<file path="src/rtl/qflash_cfg_pkg.sv">
package qflash_cfg_pkg;
  localparam int unsigned MAX_TX = 5;
  localparam int unsigned TXW    = 8 * MAX_TX;

  localparam logic [7:0] OP_RDSR  = 8'h05;
  localparam logic [7:0] OP_RDCFG = 8'h35;
  localparam logic [7:0] OP_WRSR  = 8'h01;
  localparam logic [7:0] OP_WREN  = 8'h06;
  localparam logic [7:0] OP_RDANY = 8'h65;
  localparam logic [7:0] OP_WRANY = 8'h71;
  localparam logic [7:0] QE_MASK  = 8'h02;
  localparam logic [23:0] QE_ADDR = 24'h800002;

  typedef enum logic [3:0] {
    ST_IDLE, ST_RD_SR1, ST_RD_QE, ST_WREN1, ST_WR_QE, ST_POLL1,
    ST_RD_LAT, ST_WREN2, ST_WR_LAT, ST_POLL2
  } seq_state_t;
endpackage

</file>
<file path="src/rtl/qflash_spi_shift.sv">
module qflash_spi_shift import qflash_cfg_pkg::*; #(
  parameter int unsigned HALF = 2
) (
  input  logic           clk,
  input  logic           rst,
  input  logic           go,
  input  logic [2:0]     tx_len,
  input  logic           rx_en,
  input  logic [TXW-1:0] tx_data,
  output logic           fin,
  output logic [7:0]     rx_byte,
  output logic           sck,
  output logic           cs_n,
  output logic           mosi,
  input  logic           miso
);
  localparam int unsigned GAP_CLKS = 4 * HALF;
  localparam int unsigned BITW = $clog2((MAX_TX + 1) * 8 + 1);
  localparam int unsigned DW   = $clog2(HALF + 1);
  localparam int unsigned GW   = $clog2(GAP_CLKS + 1);

  typedef enum logic [1:0] {E_IDLE, E_SHIFT, E_GAP} eng_t;
  eng_t            st;
  logic [TXW-1:0]  tx_sr;
  logic [BITW-1:0] bits_left;
  logic [DW-1:0]   div;
  logic [GW-1:0]   gap;

  always_ff @(posedge clk) begin
    if (rst) begin
      st <= E_IDLE; cs_n <= 1'b1; sck <= 1'b0; mosi <= 1'b0; fin <= 1'b0;
      tx_sr <= '0; bits_left <= '0; div <= '0; gap <= '0; rx_byte <= '0;
    end else begin
      fin <= 1'b0;
      unique case (st)
        E_IDLE: if (go) begin
          cs_n      <= 1'b0;
          tx_sr     <= tx_data;
          mosi      <= tx_data[TXW-1];
          bits_left <= BITW'((32'(tx_len) + (rx_en ? 32'd1 : 32'd0)) * 8);
          div       <= '0;
          st        <= E_SHIFT;
        end
        E_SHIFT: begin
          if (div == DW'(HALF - 1)) begin
            div <= '0;
            if (!sck) begin
              sck     <= 1'b1;
              rx_byte <= {rx_byte[6:0], miso};
            end else begin
              sck <= 1'b0;
              if (bits_left == BITW'(1)) begin
                cs_n <= 1'b1; mosi <= 1'b0; gap <= '0; st <= E_GAP;
              end else begin
                bits_left <= bits_left - 1'b1;
                tx_sr     <= {tx_sr[TXW-2:0], 1'b0};
                mosi      <= tx_sr[TXW-2];
              end
            end
          end else begin
            div <= div + 1'b1;
          end
        end
        E_GAP: begin
          if (gap == GW'(GAP_CLKS - 1)) begin
            fin <= 1'b1; st <= E_IDLE;
          end else begin
            gap <= gap + 1'b1;
          end
        end
        default: st <= E_IDLE;
      endcase
    end
  end

  // checker state: cycles cs_n has been high, saturating
  logic [GW-1:0] hi_cnt;
  always_ff @(posedge clk) begin
    if (rst) hi_cnt <= GW'(GAP_CLKS);
    else if (!cs_n) hi_cnt <= '0;
    else if (hi_cnt != GW'(GAP_CLKS)) hi_cnt <= hi_cnt + 1'b1;
  end

  p_sck_low_deselected_r2: assert property (@(posedge clk) disable iff (rst)
    cs_n |-> !sck);
  p_mosi_hold_high_r2: assert property (@(posedge clk) disable iff (rst)
    sck |-> $stable(mosi));
  p_cs_gap_r3: assert property (@(posedge clk) disable iff (rst)
    $fell(cs_n) |-> hi_cnt == GW'(GAP_CLKS));
endmodule

</file>
<file path="src/rtl/qflash_poll_timer.sv">
module qflash_poll_timer #(
  parameter int unsigned LIMIT = 100000
) (
  input  logic clk,
  input  logic rst,
  input  logic run,
  output logic expired
);
  localparam int unsigned CW = $clog2(LIMIT + 1);
  logic [CW-1:0] cnt;

  always_ff @(posedge clk) begin
    if (rst || !run) begin
      cnt <= '0; expired <= 1'b0;
    end else begin
      if (cnt != CW'(LIMIT)) cnt <= cnt + 1'b1;
      expired <= (cnt == CW'(LIMIT));
    end
  end

  p_expire_needs_run_r9: assert property (@(posedge clk) disable iff (rst)
    expired |-> $past(run));
endmodule

</file>
<file path="src/rtl/qflash_cfg_seq.sv">
module qflash_cfg_seq import qflash_cfg_pkg::*; #(
  parameter int unsigned CLK_DIV      = 2,
  parameter int unsigned POLL_LIMIT   = 100000,
  parameter logic [7:0]  LAT_CODE     = 8'h0A,
  parameter bit          QE_ANYREG    = 1'b0,
  parameter bit          LAT_VOLATILE = 1'b0
) (
  input  logic clk,
  input  logic rst,
  input  logic start,
  output logic done,
  output logic err,
  output logic sck,
  output logic cs_n,
  output logic mosi,
  input  logic miso
);
  localparam logic [23:0] LAT_ADDR = {(LAT_VOLATILE ? 8'h80 : 8'h00), 16'h0003};

  seq_state_t     state;
  logic           go, launched, fin, tmo, polling;
  logic [7:0]     rx_byte, sr1_q, qe_q, lat_q;
  logic [TXW-1:0] frame;
  logic [2:0]     f_len;
  logic           f_rx;

  always_comb begin
    frame = '0; f_len = 3'd1; f_rx = 1'b0;
    unique case (state)
      ST_RD_SR1, ST_POLL1, ST_POLL2: begin frame[TXW-1 -: 8] = OP_RDSR; f_rx = 1'b1; end
      ST_RD_QE: begin
        f_rx = 1'b1;
        if (QE_ANYREG) begin frame[TXW-1 -: 32] = {OP_RDANY, QE_ADDR}; f_len = 3'd4; end
        else frame[TXW-1 -: 8] = OP_RDCFG;
      end
      ST_WREN1, ST_WREN2: frame[TXW-1 -: 8] = OP_WREN;
      ST_WR_QE: begin
        if (QE_ANYREG) begin frame = {OP_WRANY, QE_ADDR, qe_q | QE_MASK}; f_len = 3'd5; end
        else begin frame[TXW-1 -: 24] = {OP_WRSR, sr1_q, qe_q | QE_MASK}; f_len = 3'd3; end
      end
      ST_RD_LAT: begin frame[TXW-1 -: 32] = {OP_RDANY, LAT_ADDR}; f_len = 3'd4; f_rx = 1'b1; end
      ST_WR_LAT: begin frame = {OP_WRANY, LAT_ADDR, lat_q | LAT_CODE}; f_len = 3'd5; end
      default: ;
    endcase
  end

  assign polling = (state == ST_POLL1) || (state == ST_POLL2);

  always_ff @(posedge clk) begin
    if (rst) begin
      state <= ST_IDLE; go <= 1'b0; launched <= 1'b0; done <= 1'b0; err <= 1'b0;
      sr1_q <= '0; qe_q <= '0; lat_q <= '0;
    end else begin
      go <= 1'b0;
      if (state == ST_IDLE) begin
        if (start) begin
          done <= 1'b0; err <= 1'b0; launched <= 1'b0;
          state <= QE_ANYREG ? ST_RD_QE : ST_RD_SR1;
        end
      end else if (!launched) begin
        go <= 1'b1; launched <= 1'b1;
      end else if (fin) begin
        launched <= 1'b0;
        unique case (state)
          ST_RD_SR1: begin sr1_q <= rx_byte; state <= ST_RD_QE; end
          ST_RD_QE:  begin qe_q <= rx_byte; state <= ST_WREN1; end
          ST_WREN1:  state <= ST_WR_QE;
          ST_WR_QE:  state <= ST_POLL1;
          ST_RD_LAT: begin lat_q <= rx_byte; state <= ST_WREN2; end
          ST_WREN2:  state <= ST_WR_LAT;
          ST_WR_LAT: state <= ST_POLL2;
          ST_POLL1, ST_POLL2: begin
            if (!rx_byte[0]) begin
              state <= (state == ST_POLL1) ? ST_RD_LAT : ST_IDLE;
              done  <= (state == ST_POLL2);
            end else if (tmo) begin
              state <= ST_IDLE; done <= 1'b1; err <= 1'b1;
            end
          end
          default: state <= ST_IDLE;
        endcase
      end
    end
  end

  qflash_spi_shift #(.HALF(CLK_DIV)) u_shift (
    .clk(clk), .rst(rst), .go(go), .tx_len(f_len), .rx_en(f_rx), .tx_data(frame),
    .fin(fin), .rx_byte(rx_byte), .sck(sck), .cs_n(cs_n), .mosi(mosi), .miso(miso)
  );

  qflash_poll_timer #(.LIMIT(POLL_LIMIT)) u_timer (
    .clk(clk), .rst(rst), .run(polling), .expired(tmo)
  );

  p_err_with_done_r9: assert property (@(posedge clk) disable iff (rst)
    err |-> done);
  p_timeout_cause_r9: assert property (@(posedge clk) disable iff (rst)
    $rose(err) |-> $past(tmo));
  p_done_quiet_r10: assert property (@(posedge clk) disable iff (rst)
    done |-> cs_n);
  p_done_clear_by_start_r10: assert property (@(posedge clk) disable iff (rst)
    $fell(done) |-> $past(start));
  p_write_after_wren_r7: assert property (@(posedge clk) disable iff (rst)
    ($changed(state) && (state == ST_WR_QE || state == ST_WR_LAT))
      |-> ($past(state) == ST_WREN1 || $past(state) == ST_WREN2));
endmodule

</file>
<file path="config.mk">
export PLATFORM = sky130hd
export DESIGN_NAME = qflash_cfg_seq
export DESIGN_NICKNAME = d
export VERILOG_FILES = /design/src/rtl/qflash_cfg_pkg.sv /design/src/rtl/qflash_spi_shift.sv /design/src/rtl/qflash_poll_timer.sv /design/src/rtl/qflash_cfg_seq.sv
export SDC_FILE = /design/constraint.sdc
export NUM_CORES = 1
export LEC_CHECK = 0
export ABC_AREA = 1
export BUFFER_PORTS_ARGS = -buffer_cell sky130_fd_sc_hd__buf_2
export CAP_MARGIN = 20
export CORE_ASPECT_RATIO = 0.7
export CORE_MARGIN = 2
export CORE_UTILIZATION = 57
export CTS_CLUSTER_DIAMETER = 120
export DETAILED_ROUTE_END_ITERATION = 12
export GPL_TIMING_DRIVEN = 0
export HOLD_SLACK_MARGIN = 0.15
export PLACE_DENSITY_LB_ADDON = 0.2
export REMOVE_ABC_BUFFERS = 1
export SLEW_MARGIN = 10
export SYNTH_ARGS = -nofsm -noshare
export SYNTH_HDL_FRONTEND = slang
export SYNTH_HIERARCHICAL = 1
export SYNTH_SLANG_ARGS = --single-unit
</file>
<file path="constraint.sdc">
create_clock -name clk -period 1.8 [get_ports clk]
set_input_delay 0.09 -clock clk [delete_from_list [all_inputs] [get_ports clk]]
set_output_delay 0.09 -clock clk [all_outputs]
set_load 0.01 [all_outputs]
</file>
* Word level (Yosys, flattened, before mapping)
Index checks and enable logic that the tools add are counted.
Word-level totals: output and inout port bits 5, logic and storage cells 154, register bits after elaboration 115
Operators by class: reduce and logical (&&, ||, !) cells 33, mux-type cells 67, equal/unequal tests 26, add/subtract/negate cells 5, bitwise operators 3
Operators by type and width (count):
- $mux 39 | 4
- $pmux 39 s2 | 1
- $pmux 7 s6 | 1
- $mux 4 | 10
- $pmux 4 s8 | 1
- $mux 1 | 28
- $reduce_and 5->1 | 5
- $mux 6 | 4
- $eq 4x3->1 const B | 5
- $reduce_and 4->1 | 5
- $add 17x1->17 const B | 1
- $eq 17x17->1 const B | 1
- $ne 17x17->1 const B | 1
- $mux 16 | 1
- $mux 2 | 8
- $reduce_bool 2->1 | 7
- $pmux 6 s2 | 1
- $reduce_or 2->1 | 5
- $pmux 3 s3 | 1
- $eq 4x2->1 const B | 2
- $eq 4x4->1 const B | 2
- $mux 8 | 1
- $ne 2x1->1 const B | 4
- $ne 2x2->1 const B | 4
- other kinds (25) | 31

* Logic depth before layout (Yosys ltp)
word-level depth 7, depth in mapped cells 15, mapped depth without buffers 15

* Modules after synthesis
The synthesis kept the hierarchy.
Modules (own cells, without submodules):
- qflash_spi_shift | cells each 481, area each 3160.5 µm², instances 1, seq. area each 1301.2 µm²
- qflash_cfg_seq | cells each 218, area each 1498.9 µm², instances 1, seq. area each 580.6 µm²
- qflash_poll_timer | cells each 174, area each 1093.5 µm², instances 1, seq. area each 360.3 µm²

* Least setup slack after synthesis
Ideal clock, no wire load.
path type reg-to-reg, start point reg state[3], end point reg u_shift.bits_left[5], data required time 1.689 ns, stages on the path, launching flop included 13, arrival 1.658 ns, path slack 0.031 ns, setup time 0.111 ns, path through dfxtp_1 inv_1 nand2_1 nor2_1 inv_1 ha_1 ha_1 nor2_1 o21ai_1 o21ai_1 nand3_1 nand2_1 nor2_1
Between the ends: elaborated cells between the ends (all ways) 14, classes of those cells add/sub (1); eq/ne (7); mux (5); reduce/logical (1)
RTL lines:
- start: declaration | line qflash_cfg_seq.sv:20 | seq_state_t state;
- start signal: assignment | line qflash_cfg_seq.sv:58 | state <= QE_ANYREG ? ST_RD_QE : ST_RD_SR1;
- start signal: assignment | line qflash_cfg_seq.sv:74 | state <= (state == ST_POLL1) ? ST_RD_LAT : ST_IDLE;
- $eq 4x4->1 or $eq 4x3->1 (tied branches) | line qflash_cfg_seq.sv:29 | unique case (state)
- $pmux 3 s3 (*) | line qflash_cfg_seq.sv:29
- via f_len[0] | line qflash_cfg_seq.sv:24 | logic [2:0] f_len;
- $add 3x3->3 (*) | line qflash_spi_shift.sv:40 | bits_left <= BITW'((32'(tx_len) + (rx_en ? 32'd1 : 32'd0)) * 8);
- $mux 6 (*) | line qflash_spi_shift.sv:36 | E_IDLE: if (go) begin
- $pmux 6 s2 (*) | line qflash_spi_shift.sv:35 | unique case (st)
- end signal: assignment | line qflash_spi_shift.sv:40
- end signal: assignment | line qflash_spi_shift.sv:55 | bits_left <= bits_left - 1'b1;
- end: declaration | line qflash_spi_shift.sv:25 | logic [BITW-1:0] bits_left;
Mark *: on every way through the listed nets, which the timed path passes. The rest lies on a longest branch. The select of a mux whose other input is x is not followed. A chain may end at the register's enable or synchronous reset.

* Worst setup path in the final report
start point reg state[3], end point reg u_shift.bits_left[5]
Between the ends: cells in the longest elaborated chain, start to end 7, elaborated cells between the ends (all ways) 14, classes of those cells add/sub (1); eq/ne (7); mux (5); reduce/logical (1)
RTL lines:
- $eq 4x4->1, or another cell as far along | line qflash_cfg_seq.sv:29
- $reduce_or 5->1 (no line) (*)
- $mux 1 (*) | line qflash_cfg_seq.sv:29
- via f_rx | line qflash_cfg_seq.sv:25 | logic f_rx;
- $mux 1 (*) | line qflash_spi_shift.sv:40
- $add 3x3->3 (*) | line qflash_spi_shift.sv:40
- $mux 6 (*) | line qflash_spi_shift.sv:36
- $pmux 6 s2 (*) | line qflash_spi_shift.sv:35
Marked as above.

==> flow_summary.ini <==
[clock_network]
cts_made_buffers = 9
cts.sinks = 112
cts.htree.levels = 3
cts.reportedPaths.clkPinSlew_ns = 0.07
cts-root-buf = clkbuf_16
clock_latency_ns = 0.36
cts_buffer_depth = 2
cts_tree = built

[min_path]
hold_path_class = in2reg
min_from = rst
whs_path_depth = 2
holdPathEnd = u_shift/gap[3]

[timing]
rsz0062_at_grt = yes
fin_crit_sh_pct = 101
fmax_ghz = 0.549
period_minus_slack_ns = 1.82
hold_viol_final = 0
worst_pin_slew_ns = 0.853
fin_hold_ws_ns = 0.132
setup_viol = 3
finalSetupTns_ns = -0.0362
max-slew-margin-rel_pct = 43.1
finalMaxSlewViolations = 0
skew_ns = 0.00615
fin_ws_ns = -0.0205

[worst_setup_path]
reg2reg_from = state[3]
r2r-end = u_shift/bits_left[5]
cp.required_ns = 2.09
crit_slowest_cell = dfxtp_4
r2r_setup_slack_ns = -0.02
rr_worst_depth = 14
path_delay_family = simple AND/OR/NAND/NOR gates
cp_slowest_stage_delay_ns = 0.41
worst-setup-path-type = reg2reg
crit_buf_inv = 2
worstPathArrival_ns = 2.11
start_kind = flip-flop
critical_path.max_fanout = 5
worstSetupEndpointType = flip-flop
path_cells = inv_6, nand2_8, nor2_4, nor2_4, nand3_4, ha_4, ha_4, nand2_2, inv_2, o21ai_2, o21ai_1, nand3_1, nand2_1, nor2_1

[floorplanning]
start_util_pct = 58.9
io_pins = 9
die-area_um2 = 10900
core_area_um2 = 9760
dieWidth_um = 124
die_h_um = 88.1
rows = 30

[placement]
portBuffers = 8
place.gp.congestion = 0.875
placed_cell_area_um2 = 5830
place_hpwl_um = 8480

[pwr]
seqPwrFrac_pct = 36.3
power_frac_comb_pct = 36.9
leakage_nw = 2.64
p_clk_share_pct = 26.8
p_switching_mw = 3.12
p_per_area_nw_per_um2 = 1190
ir_drop_v = 0.000868
switching_share_pct = 39.4
p_int_mw = 4.80

[global_route]
grt_overflow = 0
grt.total_usage_pct = 27.5
antenna_found_initial = 0
grt_max_degree = 63
grt_pass1_vias = 4830
grt_pass1_wl_um = 23300

[layout]
diodes = 0
fill_cells = 805
layout.nets = 904
syn_to_final_growth_pct = 15.5
final_cell_area_um2 = 6640
drive_gt1_share_pct = 14.0

[drt]
initialDrtViolationCount = 592
drc = 0
firstDrtPassIters = 5
detail_route.wl_per_cell_um = 14.9
num_vias = 5648
ant_nets = 0
viasPerCell = 5.50
wl_um = 15300

[synthesis]
synth_area_per_cell_um2 = 6.59
synthFlopType = dfxtp_1
ys_types = 37
synth-edff-count = 0
async_flop_share_pct = 0
ys_ff_latch = 112
synthCells = 873
syn-cell-area_um2 = 5750
yosys_warnings = 6
seq_area_frac_synth_pct = 39.0

[flow_run]
drv_cap = 0

[status]
status = finished with violations
violations = negative setup slack
==> Yosys cell counts (all sizes together), types with 2 or more instances <==
library cell    n  share of area, %
clkbuf         18               1.2
ha              7               1.5
nand4           7              0.87
nand3          85               8.0
buf            17               1.9
nor2          120               8.8
nand2         233                16
a21oi          90               7.8
nor3            3              0.46
dfxtp         112                39
o21ai          62               5.7
o21a            2              0.26
xor2            2              0.30
nand3b          2              0.26
inv           106               6.9
==> area by class of cell <==
| class | count | area, µm² | share of cell area, % |
|---|---|---|---|
| repair buffers | 32 | 263 | 3.96 |
| clock buffers | 13 | 270 | 4.07 |
| well taps | 128 | 160 | 2.41 |
| clock inverters | 3 | 47.5 | 0.716 |
| flip-flops and latches | 112 | 2260 | 34.0 |
| inverters | 106 | 445 | 6.71 |
| multi-input cells | 632 | 3200 | 48.1 |
==> power groups by stage <==
stage	Combinational, mW	Sequential, mW	Clock (mW)
floorplan	1.53	2.86	0
detailed placement	2.12	2.89	0
finish	2.92	2.88	2.12
global route	3.13	2.90	2.24
CTS	2.56	2.85	2.14
global placement	1.99	2.88	0
==> per-stage QoR <==
| step | worst slack (ns) | cells | util, % | power [mW] |
|---|---|---|---|---|
| 3_5_place_dp | -0.951 | 982 | 59.7 | 5.01 |
| 6_report | -0.0205 | 1026 | 68.1 | 7.92 |
| 5_1_grt | -0.123 | 1026 | 68.1 | 8.26 |
| 2_1_floorplan | -0.504 | 845 | - | 4.38 |
| 4_1_cts | 0.00612 | 1016 | 65.7 | 7.56 |
| 3_3_place_gp | -1.44 | 981 | 59.4 | 4.86 |
==> flip-flops by register name, indices dropped and copies added (netlist names) <==
register           flops
err                    1
u_shift/bits_left      6
u_shift/mosi           1
u_timer/cnt           17
sr1_q                  8
qe_q                   7
u_shift/gap            4
u_shift/cs_n           1
u_shift/st             2
done                   1
u_shift/div            2
u_shift/fin            1
u_shift/tx_sr         39
lat_q                  6
state                  4
go                     1
u_timer/expired        1
launched               1
u_shift/rx_byte        8
u_shift/sck            1
==> worst max-delay path by stage <==
stage / startpoint / to / slack, ns / cells past startpoint
after floorplan: u_shift/st[1] / u_shift/bits_left[5] / -0.50 / 7
after global placement: u_shift/st[1] / u_shift/tx_sr[1] / -1.44 / 6
after detailed placement: u_shift/st[0] / u_shift/tx_sr[10] / -0.95 / 8
after CTS: state[1] / u_shift/bits_left[5] / 0.006 / 14
after global routing: state[3] / u_shift/bits_left[5] / -0.12 / 15
final: state[3] / u_shift/bits_left[5] / -0.02 / 14
==> layout by cell type, fill, tap and decap left out, drive strengths merged, types with 2 or more instances in the layout <==
master | synthesis | layout
nand3b | 2 | 2
nor3 | 3 | 3
buf | 17 | 30
a21oi | 90 | 90
nor2 | 120 | 121
o21ai | 62 | 62
conb | 1 | 8
dlygate4sd3 | 0 | 2
dfxtp | 112 | 112
inv | 106 | 106
clkbuf | 18 | 13
xor2 | 2 | 2
o21a | 2 | 2
ha | 7 | 7
nand4 | 7 | 7
nand3 | 85 | 89
nand2 | 233 | 233
==> per-layer routing <==
metal | vias up | wire, µm | track usage, %
met4 | 0 | 199 | 7.15
met3 | 20 | 1250 | 7.03
met2 | 226 | 6940 | 43.6
li1 | 2827 | - | -
met1 | 2575 | 6930 | 37.5
met5 | - | 0 | 0
==> what timing repair did <==
| item | CTS | global route |
|---|---|---|
| gates cloned | 4 | 1 |
| pin swaps | 10 | 13 |
| resized for setup | 38 | 39 |
| setup endpoints to repair | 79 | 59 |
| hold buffers | 2 | 0 |
| endpoints found under the hold margin | 3 | 0 |
| buffers inserted | 12 | 8 |
==> cells by family after synthesis <==
kind of cell | synth area share (%)
buffers and inverters | 10.0
adders and majority gates | 1.52
and+or+nand+nor | 34.7
other | 0.0652
AOI/OAI and AO/OA | 14.3
xor gates and xnor gates | 0.457
DFF | 39.0
No activity file was read; power rests on OpenSTA's default activity.
